<file path="config.mk">
export PLATFORM = sky130hd
export DESIGN_NAME = cia_adder
export DESIGN_NICKNAME = d
export VERILOG_FILES = /design/src/rtl/cia_pkg.sv /design/src/rtl/cia_pg_bits.sv /design/src/rtl/cia_group_prefix.sv /design/src/rtl/cia_increment.sv /design/src/rtl/cia_sum_xor.sv /design/src/rtl/cia_adder.sv
export SDC_FILE = /design/constraint.sdc
export NUM_CORES = 1
export LEC_CHECK = 0
export BUFFER_PORTS_ARGS = -buffer_cell sky130_fd_sc_hd__buf_2
export CORE_ASPECT_RATIO = 1.25
export CORE_UTILIZATION = 49
export DETAILED_ROUTE_END_ITERATION = 8
export GPL_TIMING_DRIVEN = 0
export PLACE_DENSITY = 0.92
export SETUP_SLACK_MARGIN = 0.05
export SLEW_MARGIN = 30
export SYNTH_ARGS = -nofsm -noshare
export SYNTH_HDL_FRONTEND = slang
export SYNTH_SLANG_ARGS = --single-unit
</file>
<file path="constraint.sdc">
create_clock -name vclk -period 15.6
set_input_delay 4.68 -clock vclk [all_inputs]
set_output_delay 4.68 -clock vclk [all_outputs]
set_load 0.01 [all_outputs]
</file>
<file path="src/rtl/cia_pkg.sv">
// Package: shared helpers for the carry-increment adder.
// Holds the AND-OR carry operator used by both the in-group
// prefix and the carry-in correction stage.
package cia_pkg;

    // Carry out of a span given its generate, propagate and incoming carry.
    function automatic logic cia_ao(input logic gen, input logic prop, input logic cin);
        return gen | (prop & cin);
    endfunction

endpackage

</file>
<file path="src/rtl/cia_pg_bits.sv">
// Module: cia_pg_bits
// Forms the per-bit generate (a AND b) and propagate (a XOR b).
// Assumes nothing beyond equal operand widths; purely combinational.
module cia_pg_bits #(
    parameter int W = 32
) (
    input  logic [W-1:0] a_i,
    input  logic [W-1:0] b_i,
    output logic [W-1:0] g_o,
    output logic [W-1:0] p_o
);

    // Bitwise generate and propagate terms.
    always_comb begin
        g_o = a_i & b_i;
        p_o = a_i ^ b_i;
    end

endmodule

</file>
<file path="src/rtl/cia_group_prefix.sv">
// Module: cia_group_prefix
// Within one group, computes for each bit i the carry out of bits
// [i:0] assuming a zero group carry-in (gg_o), and the AND of the
// propagate terms over [i:0] (pp_o). Ripples inside the group.
// Assumes GW >= 1.
module cia_group_prefix
    import cia_pkg::*;
#(
    parameter int GW = 4
) (
    input  logic [GW-1:0] g_i,
    input  logic [GW-1:0] p_i,
    output logic [GW-1:0] gg_o,
    output logic [GW-1:0] pp_o
);

    // Lowest bit of the group: spans are just the bit itself.
    assign gg_o[0] = g_i[0];
    assign pp_o[0] = p_i[0];

    // Extend each span by one bit using the AND-OR operator.
    for (genvar i = 1; i < GW; i++) begin : g_span
        assign gg_o[i] = cia_ao(g_i[i], p_i[i], gg_o[i-1]);
        assign pp_o[i] = p_i[i] & pp_o[i-1];
    end

endmodule

</file>
<file path="src/rtl/cia_increment.sv">
// Module: cia_increment
// Corrects the carry-in-0 group carries once the real group
// carry-in is known: c_o[i] = gg_i[i] | (pp_i[i] & cin_i).
// c_o[GW-1] is the group carry-out. Assumes GW >= 1.
module cia_increment
    import cia_pkg::*;
#(
    parameter int GW = 4
) (
    input  logic          cin_i,
    input  logic [GW-1:0] gg_i,
    input  logic [GW-1:0] pp_i,
    output logic [GW-1:0] c_o
);

    // One AND-OR per bit; all share the same group carry-in.
    for (genvar i = 0; i < GW; i++) begin : g_fix
        assign c_o[i] = cia_ao(gg_i[i], pp_i[i], cin_i);
    end

endmodule

</file>
<file path="src/rtl/cia_sum_xor.sv">
// Module: cia_sum_xor
// Final sum stage shared by all groups: sum bit = propagate XOR
// the carry entering that bit.
module cia_sum_xor #(
    parameter int W = 32
) (
    input  logic [W-1:0] p_i,
    input  logic [W-1:0] c_i,
    output logic [W-1:0] s_o
);

    // Single XOR per bit.
    assign s_o = p_i ^ c_i;

endmodule

</file>
<file path="src/rtl/cia_adder.sv">
// Module: cia_adder (top)
// Combinational WIDTH-bit adder built from GRP-bit groups. Each group
// computes carries assuming carry-in 0, then an increment step fixes
// them with the real group carry-in. PG generation and the sum XOR
// are shared. Assumes WIDTH is a positive multiple of GRP.
module cia_adder #(
    parameter int WIDTH = 32,
    parameter int GRP   = 4
) (
    input  logic [WIDTH-1:0] a,
    input  logic [WIDTH-1:0] b,
    input  logic             cin,
    output logic [WIDTH-1:0] sum,
    output logic             cout
);

    localparam int NGRP = WIDTH / GRP;

    // Elaboration guard: group size must tile the word exactly.
    if (GRP < 1 || NGRP * GRP != WIDTH) begin : g_bad_grp
        $error("cia_adder: WIDTH must be a positive multiple of GRP");
    end

    logic [WIDTH-1:0] g_bit;
    logic [WIDTH-1:0] p_bit;
    logic [WIDTH-1:0] c_bit;    // carry entering each bit
    logic [NGRP:0]    grp_cin;  // carry entering each group; top = cout

    // Shared bitwise PG stage.
    cia_pg_bits #(.W(WIDTH)) u_pg (
        .a_i (a),
        .b_i (b),
        .g_o (g_bit),
        .p_o (p_bit)
    );

    assign grp_cin[0] = cin;

    // One prefix and one increment stage per group, chained by carry.
    for (genvar k = 0; k < NGRP; k++) begin : g_grp
        logic [GRP-1:0] gg;
        logic [GRP-1:0] pp;
        logic [GRP-1:0] cc;

        cia_group_prefix #(.GW(GRP)) u_pre (
            .g_i  (g_bit[k*GRP +: GRP]),
            .p_i  (p_bit[k*GRP +: GRP]),
            .gg_o (gg),
            .pp_o (pp)
        );

        cia_increment #(.GW(GRP)) u_inc (
            .cin_i (grp_cin[k]),
            .gg_i  (gg),
            .pp_i  (pp),
            .c_o   (cc)
        );

        assign c_bit[k*GRP] = grp_cin[k];
        if (GRP > 1) begin : g_upper
            assign c_bit[k*GRP+1 +: GRP-1] = cc[GRP-2:0];
        end
        assign grp_cin[k+1] = cc[GRP-1];
    end

    // Shared final XOR stage.
    cia_sum_xor #(.W(WIDTH)) u_sum (
        .p_i (p_bit),
        .c_i (c_bit),
        .s_o (sum)
    );

    assign cout = grp_cin[NGRP];

endmodule

</file>
# [After elaboration in Yosys (flattened, before gate mapping)]
# Index checks and enable logic that the tools add are counted.
[classes] bitwise=139
[op_table] operator="$and 1x1->1" n=80
[op_table] operator="$xor 32x32->32" n=2
[op_table] operator="$or 1x1->1" n=56
[op_table] operator="$and 32x32->32" n=1
[totals] ff_bits=0 output_inout_bits=33 word_cells=139

# [Logic depth before layout (Yosys ltp)]
# Gate-level depths: netlist of run 1.
[depth] word_depth=23 ltp_mapped=10 depth_no_buf=10

# [By module]
# From an unflattened synthesis of run 1, not the netlist that was laid out.
[hier_totals] hier_cells=168 hier_area_um2=1471.4
[by_module_without_submodules] mod="cia_group_prefix" n_inst=8 cells_per_inst=9 area_each_um2=68.8 seq_area_each_um2=0.0
[by_module_without_submodules] mod="cia_pg_bits" n_inst=1 cells_per_inst=32 area_each_um2=400.4 seq_area_each_um2=0.0
[by_module_without_submodules] mod="cia_sum_xor" n_inst=1 cells_per_inst=32 area_each_um2=280.3 seq_area_each_um2=0.0
[by_module_without_submodules] mod="cia_increment" n_inst=8 cells_per_inst=4 area_each_um2=30.0 seq_area_each_um2=0.0

# [Least setup slack after synthesis of run 1]
# OpenSTA, ideal clock, no wires.
[synth_timing] path_kind="in2out" startpoint="input a[9]" endpoint="output sum[29]" arrival_ps=6918 path_slack_ps=4002 stages=10 n_path_buf=0 path_cell_list="ha_1 a21oi_2 o211ai_1 a22o_1 o2111ai_2 a21boi_2 a31o_1 a21o_1 fa_1 xor2_1"
[synth_via] elab_chain_len=19
[synth_rtl] element="start: declaration" line_no="cia_adder.sv:10" rtl="input logic [WIDTH-1:0] a,"
[synth_rtl] element="$xor 32x32->32" line_no="cia_pg_bits.sv:16" rtl="p_o = a_i ^ b_i;"
[synth_rtl] element="$and 1x1->1" line_no="cia_pkg.sv:8" rtl="return gen | (prop & cin);"
[synth_rtl] element="$or 1x1->1" line_no="cia_pkg.sv:8"
[synth_rtl] element="$and 1x1->1" line_no="cia_pkg.sv:8"
[synth_rtl] element="$or 1x1->1" line_no="cia_pkg.sv:8"
[synth_rtl] element="$and 1x1->1" line_no="cia_pkg.sv:8"
[synth_rtl] element="$or 1x1->1" line_no="cia_pkg.sv:8"
[synth_rtl] element="$or 1x1->1 *" line_no="cia_pkg.sv:8"
[synth_rtl] element="[... 3 more ...]"
[synth_rtl] element="$or 1x1->1 *" line_no="cia_pkg.sv:8"
[synth_rtl] element="$and 1x1->1 *" line_no="cia_pkg.sv:8"
[synth_rtl] element="$or 1x1->1 *" line_no="cia_pkg.sv:8"
[synth_rtl] element="$and 1x1->1 *" line_no="cia_pkg.sv:8"
[synth_rtl] element="$or 1x1->1 *" line_no="cia_pkg.sv:8"
[synth_rtl] element="$and 1x1->1 *" line_no="cia_pkg.sv:8"
[synth_rtl] element="$or 1x1->1 *" line_no="cia_pkg.sv:8"
[synth_rtl] element="$xor 32x32->32 *" line_no="cia_sum_xor.sv:13" rtl="assign s_o = p_i ^ c_i;"
[synth_rtl] element="end: declaration" line_no="cia_adder.sv:13" rtl="output logic [WIDTH-1:0] sum,"
# Mark *: on every way between the ends. The rest lies on a longest branch, timed or not.

# [Worst setup path in the final report of run 1]
# Same ends and word-level chain as after synthesis.

==> impl_metrics.tcl, run 1 <==
set metrics [dict create \
    worstSetupStartpointType "input port" \
    p_leak_nw 1.13 \
    vias_per_cell 5.57 \
    synthDistinctLibCells 54 \
    fill_cells 283 \
    place_area_um2 2100 \
    status "finished, final reports clean" \
    routed_wl_mm 3.86 \
    post_cts_resized 0 \
    timing.hold.ws_ps 9730 \
    coreArea_um2 3000 \
    drv_slew 0 \
    period_needed_ps 11910 \
    die_h_um 65.2 \
    antenna_found_initial 0 \
    pwr_density_cell_nw_per_um2 44.6 \
    portBuffers 98 \
    finalSetupTns_ps 0 \
    vias 1848 \
    holdPathEnd "sum[4]" \
    grt_setup_unrepaired "false" \
    syn-cell-area_um2 1560 \
    regArea_um2 0 \
    max_cap_violations 0 \
    final-hold-violation-count 0 \
    ys_seq_area_share_pct 0 \
    fp.dieW_um 52.5 \
    required_ps 10920 \
    cp.arrival_ps 7230 \
    yosys-top-cells-area "ha_1, fa_1, a21oi_1, xor2_1, xnor2_1" \
    hold_start "b[4]" \
    postRouteAntennaNets 0 \
    dpl.hpwl_mm 3.56 \
    design.seq.count 0 \
    drtIter0Drc 19 \
    syn_to_final_growth_pct 34.2 \
    maxSlewHeadroom_pct 75.5 \
    syn_avg_cell_area_um2 7.90 \
    ioPinCount 98 \
    diodes 0 \
    nNetsFinal 403 \
    totalPowerFinal_mw 0.0937 \
    stdcell_area_um2 2100 \
    grt-ovfl-total 0 \
    dr.pass1.iters 4 \
    ys_warn_count 0 \
    grt_max_degree 10 \
    n_clock_buffer 0 \
    start_util_pct 52.1 \
    holdPathStages 3 \
    end_kind "primary output" \
    dieArea_um2 3420 \
    synthCells 198 \
    worst-path-max-fanout 5 \
    peakVddDrop_uv 27.8 \
    critPathKind "input port to primary output" \
    post-route-period-util_pct 76.3 \
    grt_pass1_wl_mm 6.30 \
    max_freq_mhz 84.0 \
    syn-num-nets 303 \
    yosysTopAreaCell "ha_1" \
    gp_congestion 0.767 \
    post_cts_buffers 0 \
    finalSetupViolCount 0 \
    grtUsageTotal_pct 22.9 \
    synth_top_area_share_pct 25.6 \
    rows 22 \
    detail_route.wl_per_cell_um 11.6 \
    hold_class "input port to primary output" \
    drcViolationCount 0 \
    cts-hold-fix-buffers 0 \
    drive_gt1_share_pct 37.2 \
    grt_pass1_vias 1722 \
    tightestPinTransition_ps 358 \
]
-- metrics by stage --
step / worst slack (ps) / std cells / util [%]
after global routing: 3530 / 332 / 70.0
final: 3690 / 332 / 70.0
after floorplan: 4000 / 198 / -
after global placement: 3690 / 332 / 70.0
after CTS: 3690 / 332 / 70.0
after detailed placement: 3690 / 332 / 70.0
-- cells in the final DEF, fill, tap and decap left out, types with 3 or more instances in the layout --
cell type	instances
a21o_1	8
a21oi_1	18
buf_2	98
fa_1	8
ha_1	32
inv_1	16
nand2_1	16
nand3_1	7
nor2_1	8
nor2b_1	5
nor3_1	3
o211ai_1	4
o21ai_0	5
o21ai_1	3
xnor2_1	8
xor2_1	10
-- per-layer routing --
metal  global-route usage [%]  part of all wire (%)
met1                     22.1                    37
met4                     3.95                   1.4
met2                     50.3                    57
met5                        0                     0
met3                    0.463                   5.1
-- critical path, stage by stage --
cell	delay (ps)
buf_2	100
ha_1	360
a21oi_2	180
o211ai_1	160
a22o_1	290
o2111ai_2	240
a21boi_2	100
a31o_1	260
a21o_1	190
fa_1	370
xor2_1	160
buf_2	140
-- cell usage after synthesis (all sizes together) --
cell type	count
ha	32
a21oi	19
inv	17
nand2	16
xor2	10
a21o	8
fa	8
nor2	8
o21ai	8
xnor2	8
nand3	7
nor2b	5
nor3	4
o211ai	4
a211oi	3
a21boi	3
nor3b	3
o311ai	3
a211o	2
and2	2
and3	2
nand2b	2
nand4	2
o21bai	2
o31ai	2
a2111oi	1
a221oi	1
a22o	1
a31o	1
a31oi	1
and4	1
buf	1
mux2i	1
nand3b	1
nand4b	1
nor4b	1
o2111ai	1
o21a	1
o221ai	1
o31a	1
or2	1
or3	1
or4	1
-- cell families after synthesis --
group                      Yosys count  synth area share, %
muxes                                1                0.640
buffers and inverters               18                 4.32
AOI/OAI and AO/OA                   63                 29.0
adders and majority gates           40                 35.8
and+or+nand+nor                     58                 20.1
xor gates and xnor gates            18                 10.1
-- area by class of cell --
cell class	instances	area [µm²]	share of cell area, %
multi-input cells	180	1500	71.3
well taps	36	45.0	2.15
plain buffers	1	3.75	0.179
inverters	17	63.8	3.04
repair buffers	98	490	23.4
-- power by group --
part | switching (mW) | total (mW) | internal (mW)
Clock | 0 | 0 | 0
Sequential | 0 | 0 | 0
Combinational | 0.0502 | 0.0937 | 0.0435
Total | 0.0502 | 0.0937 | 0.0435
-- worst max path at each step --
| stage | from | end | slack (ps) | depth (start not counted) |
|---|---|---|---|---|
| floorplan | a[9] | sum[29] | 4000 | 10 |
| global placement | a[9] | sum[29] | 3690 | 12 |
| detailed placement | a[9] | sum[29] | 3690 | 12 |
| CTS | a[9] | sum[29] | 3690 | 12 |
| global route | a[15] | sum[29] | 3530 | 12 |
| finish | a[9] | sum[29] | 3690 | 12 |
(Power assumes the default switching activity.)
==> inputs of run 2 (changes only) <==
- ABC_AREA: unset -> 1
- CORE_UTILIZATION: 49 -> 43
- PLACE_DENSITY: 0.92 -> 0.86
- clock period: 15.6 -> 11.7 ns (I/O delays scaled with it)
==> impl_metrics.tcl, run 2 <==
set metrics [dict create \
    status "finished, final reports clean" \
    postRouteAntennaNets 0 \
    max_freq_mhz 107 \
    synth_top_area_share_pct 29.9 \
    final-hold-violation-count 0 \
    p_leak_nw 1.17 \
    path_cells "buf_2, ha_1, nand2_1, nand2_1, nand2_1, nand2_1, nand2_1, nand3_2, nand2_1, nand2_1, nand2_1, nand2_2, nand2_2, nand2_4, nand2_4, nand2_4, nand2_4, nand2_4, nand2_4, nand2_4, fa_1, xor2_1, buf_2" \
    pwr-share-comb_pct 100.0 \
    synth_common_cells "nand2_1, ha_1, inv_1" \
    syn_to_final_growth_pct 40.0 \
    critPathKind "input port to primary output" \
    rows 22 \
    holdPathEnd "sum[24]" \
    final_core_util_pct 63.7 \
    regArea_um2 0 \
    routed_wl_mm 3.00 \
    gp_congestion 0.728 \
    dieArea_um2 3350 \
    grt_max_degree 5 \
    post-route-period-util_pct 79.6 \
    hold_class "input port to primary output" \
    post_cts_buffers 0 \
    dr.pass1.iters 3 \
    cp_top_family "simple AND/OR/NAND/NOR gates" \
    synth.mux.area_fraction_pct 0 \
    synth_fa_ha_area_share_pct 41.8 \
    grtUsageTotal_pct 18.2 \
    die_h_um 64.4 \
    ys_warn_count 0 \
    clockPowerShare_pct 0 \
    synth_compound_area_share_pct 11.4 \
    peakVddDrop_uv 38.7 \
    synthDistinctLibCells 16 \
    place_inst 317 \
    dp_slack_ps 2350 \
    detail_route.wl_per_cell_um 9.48 \
    dpl.hpwl_mm 2.84 \
    syn_avg_cell_area_um2 7.32 \
    totalPowerFinal_mw 0.113 \
    fill_cells 272 \
    design.seq.count 0 \
    nNetsFinal 388 \
    cp_num_buf_inv 2 \
    coreArea_um2 2950 \
    final_cell_mix "buf_2, nand2_1, ha_1, inv_1, a21oi_1" \
    finalSetupViolCount 0 \
    timing.hold.ws_ps 7390 \
    final_common_cell "buf_2" \
    fp.dieW_um 51.9 \
    final.setup.worst_slack_ps 2380 \
    required_ps 8190 \
    diodes 0 \
    start_util_pct 45.5 \
    p_switching_mw 0.0612 \
    grt-ovfl-total 0 \
    yosysMostFrequentCell "nand2_1" \
    cp.arrival_ps 5810 \
    place_area_um2 1880 \
    ys_seq_area_share_pct 0 \
    drv_slew 0 \
    portBuffers 98 \
    switching_share_pct 54.1 \
    hold_start "b[24]" \
    power.internal_mw 0.0518 \
    multi_input_area_um2 1240 \
    maxSlewHeadroom_pct 78.3 \
    worstSetupStartpointType "input port" \
    worst-path-max-fanout 3 \
    drtIter0Drc 9 \
    cpPeakStageDelay_ps 390 \
    tightestPinTransition_ps 322 \
    drive_gt1_share_pct 39.9 \
    yosys-top-cells-area "ha_1, fa_1, nand2_1, xor2_1, inv_1" \
    synth_xor_area_share_pct 13.7 \
    antenna_found_initial 0 \
    critPathSlowestCell "fa_1" \
    grt_pass1_vias 1368 \
    synth_top_family_by_area "adder cells" \
    drcViolationCount 0 \
    cts-hold-fix-buffers 0 \
    post_cts_resized 0 \
    n_clock_buffer 0 \
    final_cell_count_no_fill 317 \
    critical_path.most_common_cell "nand2_1" \
    ioPinCount 98 \
    vias_per_cell 4.77 \
    syn-cell-area_um2 1340 \
    yosysTopAreaCell "ha_1" \
    finalSetupTns_ps 0 \
    period_needed_ps 9320 \
    grt_pass1_wl_mm 5.00 \
    synthCells 183 \
    holdPathStages 3 \
    end_kind "primary output" \
    yosys.area_share.simple_pct 25.5 \
    grt_setup_unrepaired "false" \
    pwr_density_cell_nw_per_um2 60.2 \
    stdcell_area_um2 1880 \
    syn-num-nets 288 \
    max_cap_violations 0 \
    vias 1513 \
    p_seq_share_pct 0 \
]
## run 2: changes by cell type in the layout (fill, tap and decap cells not counted), sizes merged, moves of 4 or more
cell,previous run,this run
inv,17,27
o21ai,8,3
xor2,10,14
nand2,16,51
o211ai,4,0
a21o,8,0
nor2b,5,0
## run 2: kinds of logic (layout without fill, tap and decap cells)
kind of cell	count (synthesis)	after routing
buf+inv	27	125
fa+ha+maj	40	40
simple gates	67	67
xor+xnor	21	21
compound gates	28	28
## run 2: cell type report
class	count	share of cell area, %
Multi-Input combinational cell	156	66.0
Timing Repair Buffer	98	26.2
Inverter	27	5.40
Tap cell	36	2.40
## run 2: worst max path at each step
stage,start,to,depth (start not counted)
after floorplan,a[1],sum[29],21
after global placement,a[1],sum[29],23
after detailed placement,a[1],sum[29],23
after CTS,a[1],sum[29],23
after global routing,a[1],sum[29],23
final,a[1],sum[29],23
## run 2: metal layers
| layer | wire [µm] | track usage, % |
|---|---|---|
| met1 | 1170 | 20.2 |
| met2 | 1540 | 36.9 |
| met3 | 290 | 2.35 |
| met4 | 0 | 0 |
| met5 | 0 | 0 |
## run 2: power groups by stage
stage / clock (mW) / sequential [mW] / combinational, mW
after floorplan: 0 / 0 / 0.0724
after global placement: 0 / 0 / 0.111
after detailed placement: 0 / 0 / 0.114
after CTS: 0 / 0 / 0.114
after global routing: 0 / 0 / 0.128
final: 0 / 0 / 0.113
